===== src/rtl/dfe_pkg.sv =====
package dfe_pkg;
  // decision symbol: +1, -1, or 0 when no decision exists yet
  typedef logic signed [1:0] sym_t;
  localparam sym_t SYM_POS  = 2'sb01;
  localparam sym_t SYM_NEG  = 2'sb11;
  localparam sym_t SYM_NONE = 2'sb00;
endpackage


===== src/rtl/dfe_history.sv =====
module dfe_history
  import dfe_pkg::*;
(
  input  logic clk_i,
  input  logic rst_ni,
  input  logic adv_i,
  input  logic dec_i,
  output sym_t d1_o,
  output sym_t d2_o
);
  sym_t d1_q, d2_q;

  always_ff @(posedge clk_i or negedge rst_ni) begin
    if (!rst_ni) begin
      d1_q <= SYM_NONE;
      d2_q <= SYM_NONE;
    end else if (adv_i) begin
      d1_q <= dec_i ? SYM_POS : SYM_NEG;
      d2_q <= d1_q;
    end
  end

  assign d1_o = d1_q;
  assign d2_o = d2_q;

  AST_HIST_SHIFT: assert property (@(posedge clk_i) disable iff (!rst_ni)
    adv_i |=> d2_q == $past(d1_q));
endmodule


===== src/rtl/dfe_iir_tail.sv =====
module dfe_iir_tail
  import dfe_pkg::*;
#(
  parameter int COEF_W  = 8,
  parameter int DECAY_W = 8,
  parameter int FRAC_W  = 8,
  parameter int INT_W   = 12
) (
  input  logic                     clk_i,
  input  logic                     rst_ni,
  input  logic                     adv_i,
  input  logic signed [COEF_W-1:0] amp_i,
  input  logic        [DECAY_W-1:0] decay_i,
  input  sym_t                     d2_i,
  output logic signed [INT_W-1:0]  tail_o
);
  localparam int STATE_W = INT_W + FRAC_W;
  localparam int PROD_W  = STATE_W + DECAY_W + 1;
  localparam logic signed [PROD_W-1:0] S_MAX = PROD_W'((64'sd1 <<< (STATE_W-1)) - 1);
  localparam logic signed [PROD_W-1:0] S_MIN = -S_MAX - 1;

  logic signed [STATE_W-1:0] s_q, s_next;
  logic signed [PROD_W-1:0]  prod, decayed, amp_fx, inj, sum;

  always_comb begin
    prod    = PROD_W'(s_q) * PROD_W'($signed({1'b0, decay_i}));
    decayed = prod >>> DECAY_W;
    amp_fx  = PROD_W'(amp_i) <<< FRAC_W;
    case (d2_i)
      SYM_POS: inj = amp_fx;
      SYM_NEG: inj = -amp_fx;
      default: inj = '0;
    endcase
    sum = decayed + inj;
    if (sum > S_MAX)      s_next = STATE_W'(S_MAX);
    else if (sum < S_MIN) s_next = STATE_W'(S_MIN);
    else                  s_next = STATE_W'(sum);
  end

  always_ff @(posedge clk_i or negedge rst_ni) begin
    if (!rst_ni)    s_q <= '0;
    else if (adv_i) s_q <= s_next;
  end

  // floor of the freshly updated state feeds the current sample
  assign tail_o = INT_W'(s_next >>> FRAC_W);

  AST_IDLE_HOLD: assert property (@(posedge clk_i) disable iff (!rst_ni)
    !adv_i |=> $stable(s_q));
endmodule


===== src/rtl/dfe_slicer.sv =====
module dfe_slicer
  import dfe_pkg::*;
#(
  parameter int SAMPLE_W = 10,
  parameter int COEF_W   = 8,
  parameter int INT_W    = 12,
  parameter int EQ_W     = 13
) (
  input  logic                       clk_i,
  input  logic                       rst_ni,
  input  logic                       valid_i,
  input  logic signed [SAMPLE_W-1:0] sample_i,
  input  logic signed [COEF_W-1:0]   w1_i,
  input  sym_t                       d1_i,
  input  logic signed [INT_W-1:0]    tail_i,
  output logic                       dec_now_o,
  output logic                       valid_o,
  output logic                       dec_o,
  output logic signed [EQ_W-1:0]     eq_o
);
  logic signed [EQ_W-1:0] y_x, fir_x, tail_x, z;

  always_comb begin
    y_x    = EQ_W'(sample_i);
    tail_x = EQ_W'(tail_i);
    case (d1_i)
      SYM_POS: fir_x = EQ_W'(w1_i);
      SYM_NEG: fir_x = -EQ_W'(w1_i);
      default: fir_x = '0;
    endcase
    z = y_x - fir_x - tail_x;
  end

  assign dec_now_o = ~z[EQ_W-1];

  always_ff @(posedge clk_i or negedge rst_ni) begin
    if (!rst_ni) begin
      valid_o <= 1'b0;
      dec_o   <= 1'b0;
      eq_o    <= '0;
    end else begin
      valid_o <= valid_i;
      if (valid_i) begin
        dec_o <= dec_now_o;
        eq_o  <= z;
      end
    end
  end
endmodule


===== src/rtl/dfe_fir_iir.sv =====
module dfe_fir_iir
  import dfe_pkg::*;
#(
  parameter int SAMPLE_W = 10,
  parameter int COEF_W   = 8,
  parameter int DECAY_W  = 8,
  parameter int FRAC_W   = 8
) (
  input  logic                        clk_i,
  input  logic                        rst_ni,
  input  logic                        sample_valid_i,
  input  logic signed [SAMPLE_W-1:0]  sample_i,
  input  logic signed [COEF_W-1:0]    w1_i,
  input  logic signed [COEF_W-1:0]    tail_amp_i,
  input  logic        [DECAY_W-1:0]   tail_decay_i,
  output logic                        dec_valid_o,
  output logic                        dec_o,
  output logic signed [SAMPLE_W+2:0]  eq_o
);
  localparam int INT_W = SAMPLE_W + 2;
  localparam int EQ_W  = SAMPLE_W + 3;

  sym_t d1, d2;
  logic dec_now;
  logic signed [INT_W-1:0] tail;

  dfe_history u_hist (
    .clk_i (clk_i),
    .rst_ni(rst_ni),
    .adv_i (sample_valid_i),
    .dec_i (dec_now),
    .d1_o  (d1),
    .d2_o  (d2)
  );

  dfe_iir_tail #(
    .COEF_W (COEF_W),
    .DECAY_W(DECAY_W),
    .FRAC_W (FRAC_W),
    .INT_W  (INT_W)
  ) u_tail (
    .clk_i  (clk_i),
    .rst_ni (rst_ni),
    .adv_i  (sample_valid_i),
    .amp_i  (tail_amp_i),
    .decay_i(tail_decay_i),
    .d2_i   (d2),
    .tail_o (tail)
  );

  dfe_slicer #(
    .SAMPLE_W(SAMPLE_W),
    .COEF_W  (COEF_W),
    .INT_W   (INT_W),
    .EQ_W    (EQ_W)
  ) u_slice (
    .clk_i    (clk_i),
    .rst_ni   (rst_ni),
    .valid_i  (sample_valid_i),
    .sample_i (sample_i),
    .w1_i     (w1_i),
    .d1_i     (d1),
    .tail_i   (tail),
    .dec_now_o(dec_now),
    .valid_o  (dec_valid_o),
    .dec_o    (dec_o),
    .eq_o     (eq_o)
  );

  AST_VALID_PIPE: assert property (@(posedge clk_i) disable iff (!rst_ni)
    sample_valid_i |=> dec_valid_o);
  AST_NO_SPURIOUS_VALID: assert property (@(posedge clk_i) disable iff (!rst_ni)
    !sample_valid_i |=> !dec_valid_o);
  AST_DEC_IN_HISTORY: assert property (@(posedge clk_i) disable iff (!rst_ni)
    dec_valid_o |-> (d1 == (dec_o ? SYM_POS : SYM_NEG)));
endmodule


===== config.mk =====
export PLATFORM = sky130hd
export DESIGN_NAME = dfe_fir_iir
export DESIGN_NICKNAME = d
export VERILOG_FILES = /design/src/rtl/dfe_pkg.sv /design/src/rtl/dfe_history.sv /design/src/rtl/dfe_iir_tail.sv /design/src/rtl/dfe_slicer.sv /design/src/rtl/dfe_fir_iir.sv
export SDC_FILE = /design/constraint.sdc
export NUM_CORES = 1
export LEC_CHECK = 0
export BUFFER_PORTS_ARGS = -buffer_cell sky130_fd_sc_hd__buf_2
export CELL_PAD_IN_SITES_DETAIL_PLACEMENT = 0
export CELL_PAD_IN_SITES_GLOBAL_PLACEMENT = 2
export CORE_ASPECT_RATIO = 0.8
export CORE_MARGIN = 3
export CORE_UTILIZATION = 41
export CTS_BUF_LIST = sky130_fd_sc_hd__clkbuf_4
export DETAILED_ROUTE_END_ITERATION = 8
export PLACE_DENSITY = 0.95
export SKIP_LAST_GASP = 1
export SLEW_MARGIN = 20
export SYNTH_ARGS = -nofsm -noshare
export SYNTH_HDL_FRONTEND = slang
export SYNTH_SLANG_ARGS = --single-unit

===== constraint.sdc =====
create_clock -name clk_i -period 12.46 [get_ports clk_i]
set_input_delay 1.869 -clock clk_i [delete_from_list [all_inputs] [get_ports clk_i]]
set_output_delay 1.869 -clock clk_i [all_outputs]
set_load 0.05 [all_outputs]

==> flow_summary.ini, run 1 <==
[run_status]
outcome = complete, no violations

[die]
initial_core_util_pct = 41.94
row_count = 49
fp.dieArea_um2 = 25010
die_x_um = 176.1
fp.dieH_um = 142.1
core_um2 = 22620
pin_count = 52

[setup_path]
crit_path_max_fanout = 14
crit_type = primary input to register
required_ns = 12.70
start_kind = primary input
slowest_delay_ns = 0.55
crit_family = adder cells
cpMaxStageDelayCell = fa_1
r2r_cells = 40
crit_path_end_kind = register
crit_cells = 41
arrival_ns = 12.21
path_buf_inv = 5
path_common_cell = fa_1

[sta]
finalClockSkew_ns = 0.009212
slew_headroom_pct = 41.86
max_slew.worst_pin.slew_ns = 0.8721
fmaxAchievable_mhz = 83.51
fin_crit_sh_pct = 96.11
fin_crit_ns = 11.98
setup_viol = 0
final_hold_viol_count = 0
slew_viol_final = 0
totalNegativeSetupSlack_ns = 0

[synth]
synth_edf_count = 0
yosysTopAreaCell = fa_1
synthAdderAreaFrac_pct = 41.25
synth_warnings = 0
ys_top_cells_by_area = fa_1 29%, ha_1 12%, dfrtp_1 10%
synth_top_family_by_area = adder cells
synth_xor_area_share_pct = 5.631
synth.ff_latch_count = 38
synth_top_flop_cell = dfrtp_1
yosys.area_share.simple_pct = 18.19
ys_seq_area_share_pct = 10.02
synth_mux_area_share_pct = 1.754
ys_types = 74
syn-num-nets = 1361
synth_area_um2 = 9488
synth_compound_area_share_pct = 13.77
syn-mean-instance-area_um2 = 8.673
synth_top_area_share_pct = 29.12
postSynthCellCount = 1094
synthArstFlopShare_pct = 100.0

[clock_network]
clk_pin_slew_ns = 0.12
clock_latency_ns = 0.34
cts_tree = done
cts_buffer_depth = 2
ctsHoldBuffers = 0
cts.sinks = 38
htreeDepth = 2
cts_made_buffers = 5
cts_root_buf = clkbuf_4

[cells_and_area]
layout_commonest_cell = inv_1
post-route-util_pct = 45.53
multiInputGateArea_um2 = 7761
syn2layout_area_growth_pct = 8.571
mostFrequentLayoutCells = 175 x inv_1, 137 x fa_1, 121 x nand2_1
num_antenna_cells = 0
drive_gt1_share_pct = 13.25
finalNonFillerCells = 1438
seq_area_um2 = 950.9
fillers = 2228
nets = 1398

[placed_design]
portBuffers = 51
dp_hpwl_mm = 19.04
placed_cells = 1430
gp_congestion = 0.9178

[global_routing]
grt_pass1_wl_mm = 38.18
grt_overflow = 0
grt_max_degree = 63
track_usage_pct = 18.55
antenna_found_initial = 0
grt_pass1_vias = 7439

[drt]
viasPerCell = 5.142
dr.pass1.iters = 5
drtIter0Drc = 468
wl_per_cell_um = 15.63
drc = 0
totalWireLength_mm = 22.47
vias = 7394
drtAntennaViolNets = 0

[job]
drv_cap = 0

[worst_hold_path]
whs_path_depth = 1
hold_path.class = register to register
## timing repair
| item | CTS | global route |
|---|---|---|
| buffers inserted | 0 | 0 |
| setup endpoints to repair | 0 | 4 |
| gates resized for setup | 0 | 16 |
## cell families after synthesis
| logic type | after synthesis |
|---|---|
| simple gates | 345 |
| mux | 15 |
| buf+inv | 228 |
| flops | 38 |
| fa+ha+maj | 230 |
| xor+xnor | 61 |
| compound gates | 177 |
## worst reg2reg max path, delay by kind of cell, from the launching register on
kind	cells	cell delay (ns)
flops	1	0.59
buf+inv	4	0.34
mux	1	0.27
compound gates	17	3.53
simple gates	6	1.79
xor+xnor	3	0.49
fa+ha+maj	9	3.75
## worst paths after layout
check                                      from               to  slack (ns)
worst max-delay path            tail_decay_i[5]   u_hist.d1_o[1]        0.48
worst min-delay path            u_slice.eq_o[5]  u_slice.eq_o[5]        0.52
worst max register to register    u_tail.s_q[5]   u_hist.d1_o[1]        1.61
worst min register to register  u_slice.eq_o[5]  u_slice.eq_o[5]        0.52
max in group asynchronous                rst_ni    u_tail.s_q[1]       10.29
min in group asynchronous                rst_ni  u_slice.eq_o[4]        1.63
## area by class of cell
type / instances / share of cell area, %
multi-input combinational: 828 / 75.34
sequential: 38 / 9.231
timing repair buffer: 81 / 4.737
clock inverter: 3 / 0.1579
tap: 306 / 3.717
clock buffer: 5 / 0.3644
inverter: 177 / 6.450
## metrics by stage
step	setup slack, ns	area [um^2]	hold slack (ns)
finish	0.4848	10300	0.5186
global route	-0.02559	10300	0.5424
detailed placement	-0.04838	10120	0.4931
CTS	0.3011	10180	0.5205
floorplan	0.1356	9488	0.4715
global placement	0.07016	10120	0.4849
## registers in the layout, summed over array words and instances (netlist names)
| register | cells |
|---|---|
| u_slice.valid_o | 1 |
| u_slice.eq_o | 12 |
| u_hist.d1_o | 2 |
| u_hist.d2_o | 2 |
| u_tail.s_q | 20 |
| u_slice.dec_o | 1 |
## layer usage
metal	vias to the layer above	part of all wire, %	global-route usage [%]
met2	160	46	30.19
met5	-	0	0
li1	3598	-	-
met1	3626	50	28.23
met3	10	4.1	1.520
met4	0	0.49	1.333
## synthesized netlist by cell type, drive strengths merged (5+ instances only)
| library cell | number |
|---|---|
| clkbuf | 40 |
| mux2 | 13 |
| fa | 138 |
| a311oi | 9 |
| o41ai | 5 |
| o31ai | 9 |
| xnor2 | 44 |
| o21ai | 29 |
| nand2b | 10 |
| nor3 | 11 |
| or3 | 6 |
| nor2 | 57 |
| a21oi | 50 |
| or2 | 5 |
| nand2 | 122 |
| buf | 11 |
| and2 | 88 |
| a21o | 10 |
| nor2b | 13 |
| a31oi | 12 |
| nand3 | 12 |
| a21boi | 13 |
| inv | 177 |
| o21a | 9 |
| dfrtp | 38 |
| xor2 | 17 |
| ha | 92 |
Power of run 1 is not shown: default switching activity piles up to over one toggle a cycle in this logic, so the estimate is an artifact.
==> run 2: changes to the inputs <==
CORE_UTILIZATION = 40   (was 41)
PLACE_DENSITY = 0.94   (was 0.95)
SYNTH_HIERARCHICAL = 1   (was default)
==> run 2 against run 1 <==
  * Highest routed layer unchanged
  * Hold slack lost 0.028 ns
  * Critical path type unchanged
  * First-iteration DRC count down 4.5%
  * Critical path depth down 4
  * Count of clock-buffer cells in the layout grew 1
  * Die area up 6.1%
  * Global-route usage fell by 0.14 points
  * Critical endpoint is now u_hist/d1_o[1]
  * Sequential cell count is 1 higher
  * Clock skew rose by 0.00051 ns
==> flow_summary.ini, run 2 <==
[synth]
synth_xor_area_share_pct = 5.162
synth_top_family_by_area = adder cells
synthMostInstantiatedCell = inv_1
syn-num-nets = 1420
synthAdderAreaFrac_pct = 39.77
synth_mux_area_share_pct = 1.424
yosysTopAreaCell = fa_1
ys_top_cells_by_area = fa_1 28%, ha_1 12%, dfrtp_1 9.9%
yosys.area_share.simple_pct = 18.75
ys_seq_area_share_pct = 9.917
yosys-top-cells-count = 189 x inv_1, 138 x fa_1, 138 x nand2_1, 100 x and2_1, 92 x ha_1
synth_area_um2 = 9841
synth_compound_area_share_pct = 14.80
synthArstFlopShare_pct = 100.0
syn-mean-instance-area_um2 = 8.535
synth_top_area_share_pct = 28.07
ys_types = 76
postSynthCellCount = 1153
synth_top_flop_cell = dfrtp_1
synth_edf_count = 0
synth.ff_latch_count = 39
synth_warnings = 6

[clock_network]
cts.sinks = 39
cts_root_buf = clkbuf_4
post_cts_resized = 0
ctsHoldBuffers = 0
cts_made_buffers = 5
htreeDepth = 2
clk_pin_slew_ns = 0.13
clock_latency_ns = 0.36
post_cts_buffers = 0
cts_tree = done
cts_buffer_depth = 2

[setup_path]
path_buf_inv = 6
r2r-start = u_tail/s_q[8]
r2r-end = u_hist/d1_o[1]
crit_cells = 37
r2r_cells = 35
cpMaxStageDelayCell = fa_1
r2r_slack_ns = 2.39
critPathCapture = u_hist/d1_o[1]
path_common_cell = fa_1
crit_type = primary input to register
required_ns = 12.69
slowest_delay_ns = 0.56
start_kind = primary input
crit_start = tail_decay_i[2]
crit_path_end_kind = register
arrival_ns = 11.58
crit_family = adder cells
crit_path_max_fanout = 20

[sta]
grt_setup_unrepaired = false
final_hold_viol_count = 0
slew_headroom_pct = 38.63
max_slew.worst_pin.slew_ns = 0.9206
fin_crit_sh_pct = 91.13
fmaxAchievable_mhz = 88.07
totalNegativeSetupSlack_ns = 0
fin_crit_ns = 11.35
finalClockSkew_ns = 0.009726
slew_viol_final = 0
setup_viol = 0

[global_routing]
track_usage_pct = 18.42
grt_max_degree = 40
grt_pass1_vias = 7782
grt_pass1_wl_mm = 40.77
grt_overflow = 0
antenna_found_initial = 0

[cells_and_area]
mostFrequentLayoutCells = 189 x inv_1, 138 x nand2_1, 138 x fa_1
drive_gt1_share_pct = 8.426
reg_top3 = u_tail/s_q: 20 flops, u_slice/eq_o: 13 flops
layout_commonest_cell = inv_1
syn2layout_area_growth_pct = 4.831
design_area_um2 = 10320
top_register = u_tail/s_q
largest_register_ffs = 20
nets = 1429
num_antenna_cells = 0

[placed_design]
gp_congestion = 0.8734
dp_hpwl_mm = 19.63
portBuffers = 51
place_area_um2 = 10260

[die]
core_um2 = 23770
pin_count = 52
initial_core_util_pct = 41.39
row_count = 50
fp.dieH_um = 146.3
die_x_um = 181.4
fp.dieArea_um2 = 26530

[drt]
wl_per_cell_um = 16.07
viasPerCell = 5.252
drtAntennaViolNets = 0
dr.pass1.iters = 5
totalWireLength_mm = 23.70
vias = 7746
drtIter0Drc = 447
drc = 0

[worst_hold_path]
hold_path.class = register to register

[run_status]
outcome = complete, no violations

[job]
drv_cap = 0
-- run 2: cells by family (layout without fill, tap and decap cells) --
| kind of cell | after synthesis | after routing |
|---|---|---|
| AOI/OAI and AO/OA | 205 | 205 |
| adders and majority gates | 230 | 230 |
| buffers and inverters | 247 | 257 |
| DFF | 39 | 39 |
| and+or+nand+nor | 361 | 361 |
| xor gates and xnor gates | 58 | 58 |
| muxes | 13 | 13 |
-- run 2: how the worst min path moves through the flow --
stage / from / end / slack, ns / cells after the start
after floorplan: u_hist/d1_o[1] / u_hist/d1_o[1] / 0.52 / 2
after global placement: u_slice/eq_o[1] / u_slice/eq_o[1] / 0.46 / 2
after detailed placement: u_slice/eq_o[4] / u_slice/eq_o[4] / 0.46 / 1
after CTS: u_slice/eq_o[4] / u_slice/eq_o[4] / 0.49 / 1
after global routing: u_slice/eq_o[4] / u_slice/eq_o[4] / 0.50 / 1
final: u_slice/eq_o[4] / u_slice/eq_o[4] / 0.49 / 1
-- run 2: stage by stage --
step | setup slack (ns) | hold WS [ns] | utilization (%) | cells
5_1_grt | 0.5883 | 0.5024 | 43.39 | 1475
3_5_place_dp | 0.8445 | 0.4634 | 43.15 | 1467
6_report | 1.105 | 0.4903 | 43.39 | 1475
4_1_cts | 1.228 | 0.4929 | 43.39 | 1475
3_3_place_gp | 0.9334 | 0.4598 | 43.15 | 1467
2_1_floorplan | 1.096 | 0.5218 | - | 1153
-- run 2: worst reg2reg max path, delay by kind of cell, from the launching register on --
| kind | cells | cell delay (ns) |
|---|---|---|
| flip-flops | 1 | 0.58 |
| AND/OR/NAND/NOR | 6 | 1.86 |
| AO/OA/AOI/OAI | 14 | 3.25 |
| XOR/XNOR | 2 | 0.28 |
| buffers and inverters | 4 | 0.39 |
| multiplexers | 1 | 0.09 |
| adder cells (fa/ha/maj) | 8 | 3.49 |
-- run 2: routing by layer --
| layer | global-route usage (%) | wire, um |
|---|---|---|
| met1 | 29.70 | 12510 |
| met4 | 1.941 | 212 |
| met5 | 0 | 0 |
| met2 | 27.88 | 10210 |
| met3 | 1.270 | 762 |
-- run 2: area by class of cell --
cell class | instances | area [um^2]
flip-flops and latches | 39 | 975.9
multi-input cells | 867 | 7864
well taps | 312 | 390.4
inverters | 190 | 713.2
repair buffers | 59 | 315.3
clock buffers | 6 | 45.04
fillers | 2415 | 13460
clock inverters | 2 | 12.51
Power of run 2 is left out for the same reason.
==> run 3: changes to the inputs <==
CORE_UTILIZATION = 35   (was 40)
PLACE_DENSITY = 0.85   (was 0.94)
==> run 3 against run 2 <==
  * Via count rose by 0.48%
  * Fmax about the same
  * Final area is 0.81% higher
  * Global-route usage is 1.6 points lower
  * Register-to-register slack worse by 0.04 ns
  * Critical path depth is the same
  * Non-clock buffer count unchanged
  * Worst setup slack improved by 0.0037 ns
  * Count of clock-buffer cells in the layout fell by 1
  * Sequential cell count stayed put
  * Clock skew rose by 0.0068 ns
  * Die area grew 14%
==> flow_summary.ini, run 3 (same netlist as run 2, synthesis figures left out) <==
[run_status]
outcome = complete, no violations

[cells_and_area]
top_register = u_tail/s_q
drive_gt1_share_pct = 8.340
design_area_um2 = 10400
post-route-util_pct = 37.82
largest_register_ffs = 20
reg_top3 = u_tail/s_q: 20 flops, u_slice/eq_o: 13 flops
layout_commonest_cell = inv_1
nets = 1429
syn2layout_area_growth_pct = 5.684
num_antenna_cells = 0
mostFrequentLayoutCells = 189 x inv_1, 138 x nand2_1, 138 x fa_1

[sta]
fin_crit_ns = 11.35
max_slew.worst_pin.slew_ns = 0.8919
final_hold_viol_count = 0
slew_headroom_pct = 40.54
setup_viol = 0
slew_viol_final = 0
finalClockSkew_ns = 0.01655
fmaxAchievable_mhz = 88.10
fin_crit_sh_pct = 91.10
totalNegativeSetupSlack_ns = 0
grt_setup_unrepaired = false

[setup_path]
required_ns = 12.71
path_common_cell = fa_1
r2r_cells = 36
crit_path_end_kind = register
cpMaxStageDelayCell = fa_1
path_buf_inv = 6
slowest_delay_ns = 0.56
crit_cells = 37
crit_type = primary input to register
crit_path_max_fanout = 20
crit_family = adder cells
arrival_ns = 11.60
start_kind = primary input

[global_routing]
grt_max_degree = 40
grt_overflow = 0
grt_pass1_vias = 7838
antenna_found_initial = 0
track_usage_pct = 16.82
grt_pass1_wl_mm = 41.97

[die]
fp.dieArea_um2 = 30180
core_um2 = 27500
fp.dieH_um = 156.0
pin_count = 52
die_x_um = 193.5
initial_core_util_pct = 35.79
row_count = 54

[clock_network]
cts_root_buf = clkbuf_4
post_cts_resized = 0
cts_tree = done
clock_latency_ns = 0.37
post_cts_buffers = 0
ctsHoldBuffers = 0
cts.sinks = 39
cts_made_buffers = 5
htreeDepth = 2
clk_pin_slew_ns = 0.14
cts_buffer_depth = 2

[drt]
wl_per_cell_um = 16.03
viasPerCell = 5.097
totalWireLength_mm = 24.47
drtAntennaViolNets = 0
vias = 7783
drtIter0Drc = 407
dr.pass1.iters = 5
drc = 0

[worst_hold_path]
hold_path.class = register to register
whs_path_depth = 2

[placed_design]
place_area_um2 = 10320
dp_hpwl_mm = 20.31
gp_congestion = 0.9310
portBuffers = 51

[job]
drv_cap = 0
run 3: changes by cell type in the layout (fill, tap and decap cells not counted):
cell / previous run / this run
clkinvlp_4: 1 / 0
bufinv_16: 0 / 1
clkbuf_4: 6 / 5
clkinv_1: 1 / 2
run 3: final timing paths:
check,endpoint,slack (ns),start
min,u_slice/eq_o[6],0.50,u_slice/eq_o[6]
min reg2reg,u_slice/eq_o[6],0.50,u_slice/eq_o[6]
min in group asynchronous,u_slice/eq_o[4],1.60,rst_ni
max,u_hist/d1_o[1],1.11,tail_decay_i[2]
max reg2reg,u_hist/d1_o[1],2.35,u_tail/s_q[4]
max in group asynchronous,u_tail/s_q[19],10.28,rst_ni
run 3: final cells by class:
type                       instances  area [um^2]
inverter                         190        713.2
clock inverter                     3        38.79
timing repair buffer              59        315.3
multi-input combinational        867         7864
sequential                        39        975.9
clock buffer                       5        37.54
tap                              364        455.4
fill                            2789        17100
run 3: routing by layer:
metal | up-vias | share of wire (%) | global-route usage, %
li1 | 3788 | - | -
met1 | 3839 | 53 | 26.08
met2 | 141 | 43 | 26.51
met3 | 15 | 3.2 | 1.382
met4 | 0 | 0.65 | 1.790
met5 | - | 0 | 0
run 3: stage by stage:
| step | setup WS, ns | cells | hold slack, ns |
|---|---|---|---|
| global placement | 0.9625 | 1519 | 0.4631 |
| finish | 1.109 | 1527 | 0.5011 |
| floorplan | 1.096 | 1153 | 0.5218 |
| global route | 0.4018 | 1527 | 0.5122 |
| detailed placement | 0.7499 | 1519 | 0.4687 |
| CTS | 1.135 | 1527 | 0.5012 |
run 3: worst reg2reg max path: cells and delay by family, from the launching register on:
kind | cells | cell delay [ns]
AOI/OAI and AO/OA | 14 | 3.63
xor gates and xnor gates | 2 | 0.32
adders and majority gates | 9 | 3.86
buffers and inverters | 5 | 0.28
DFF | 1 | 0.63
muxes | 1 | 0.09
and+or+nand+nor | 5 | 1.18
Power of run 3 is left out for the same reason.
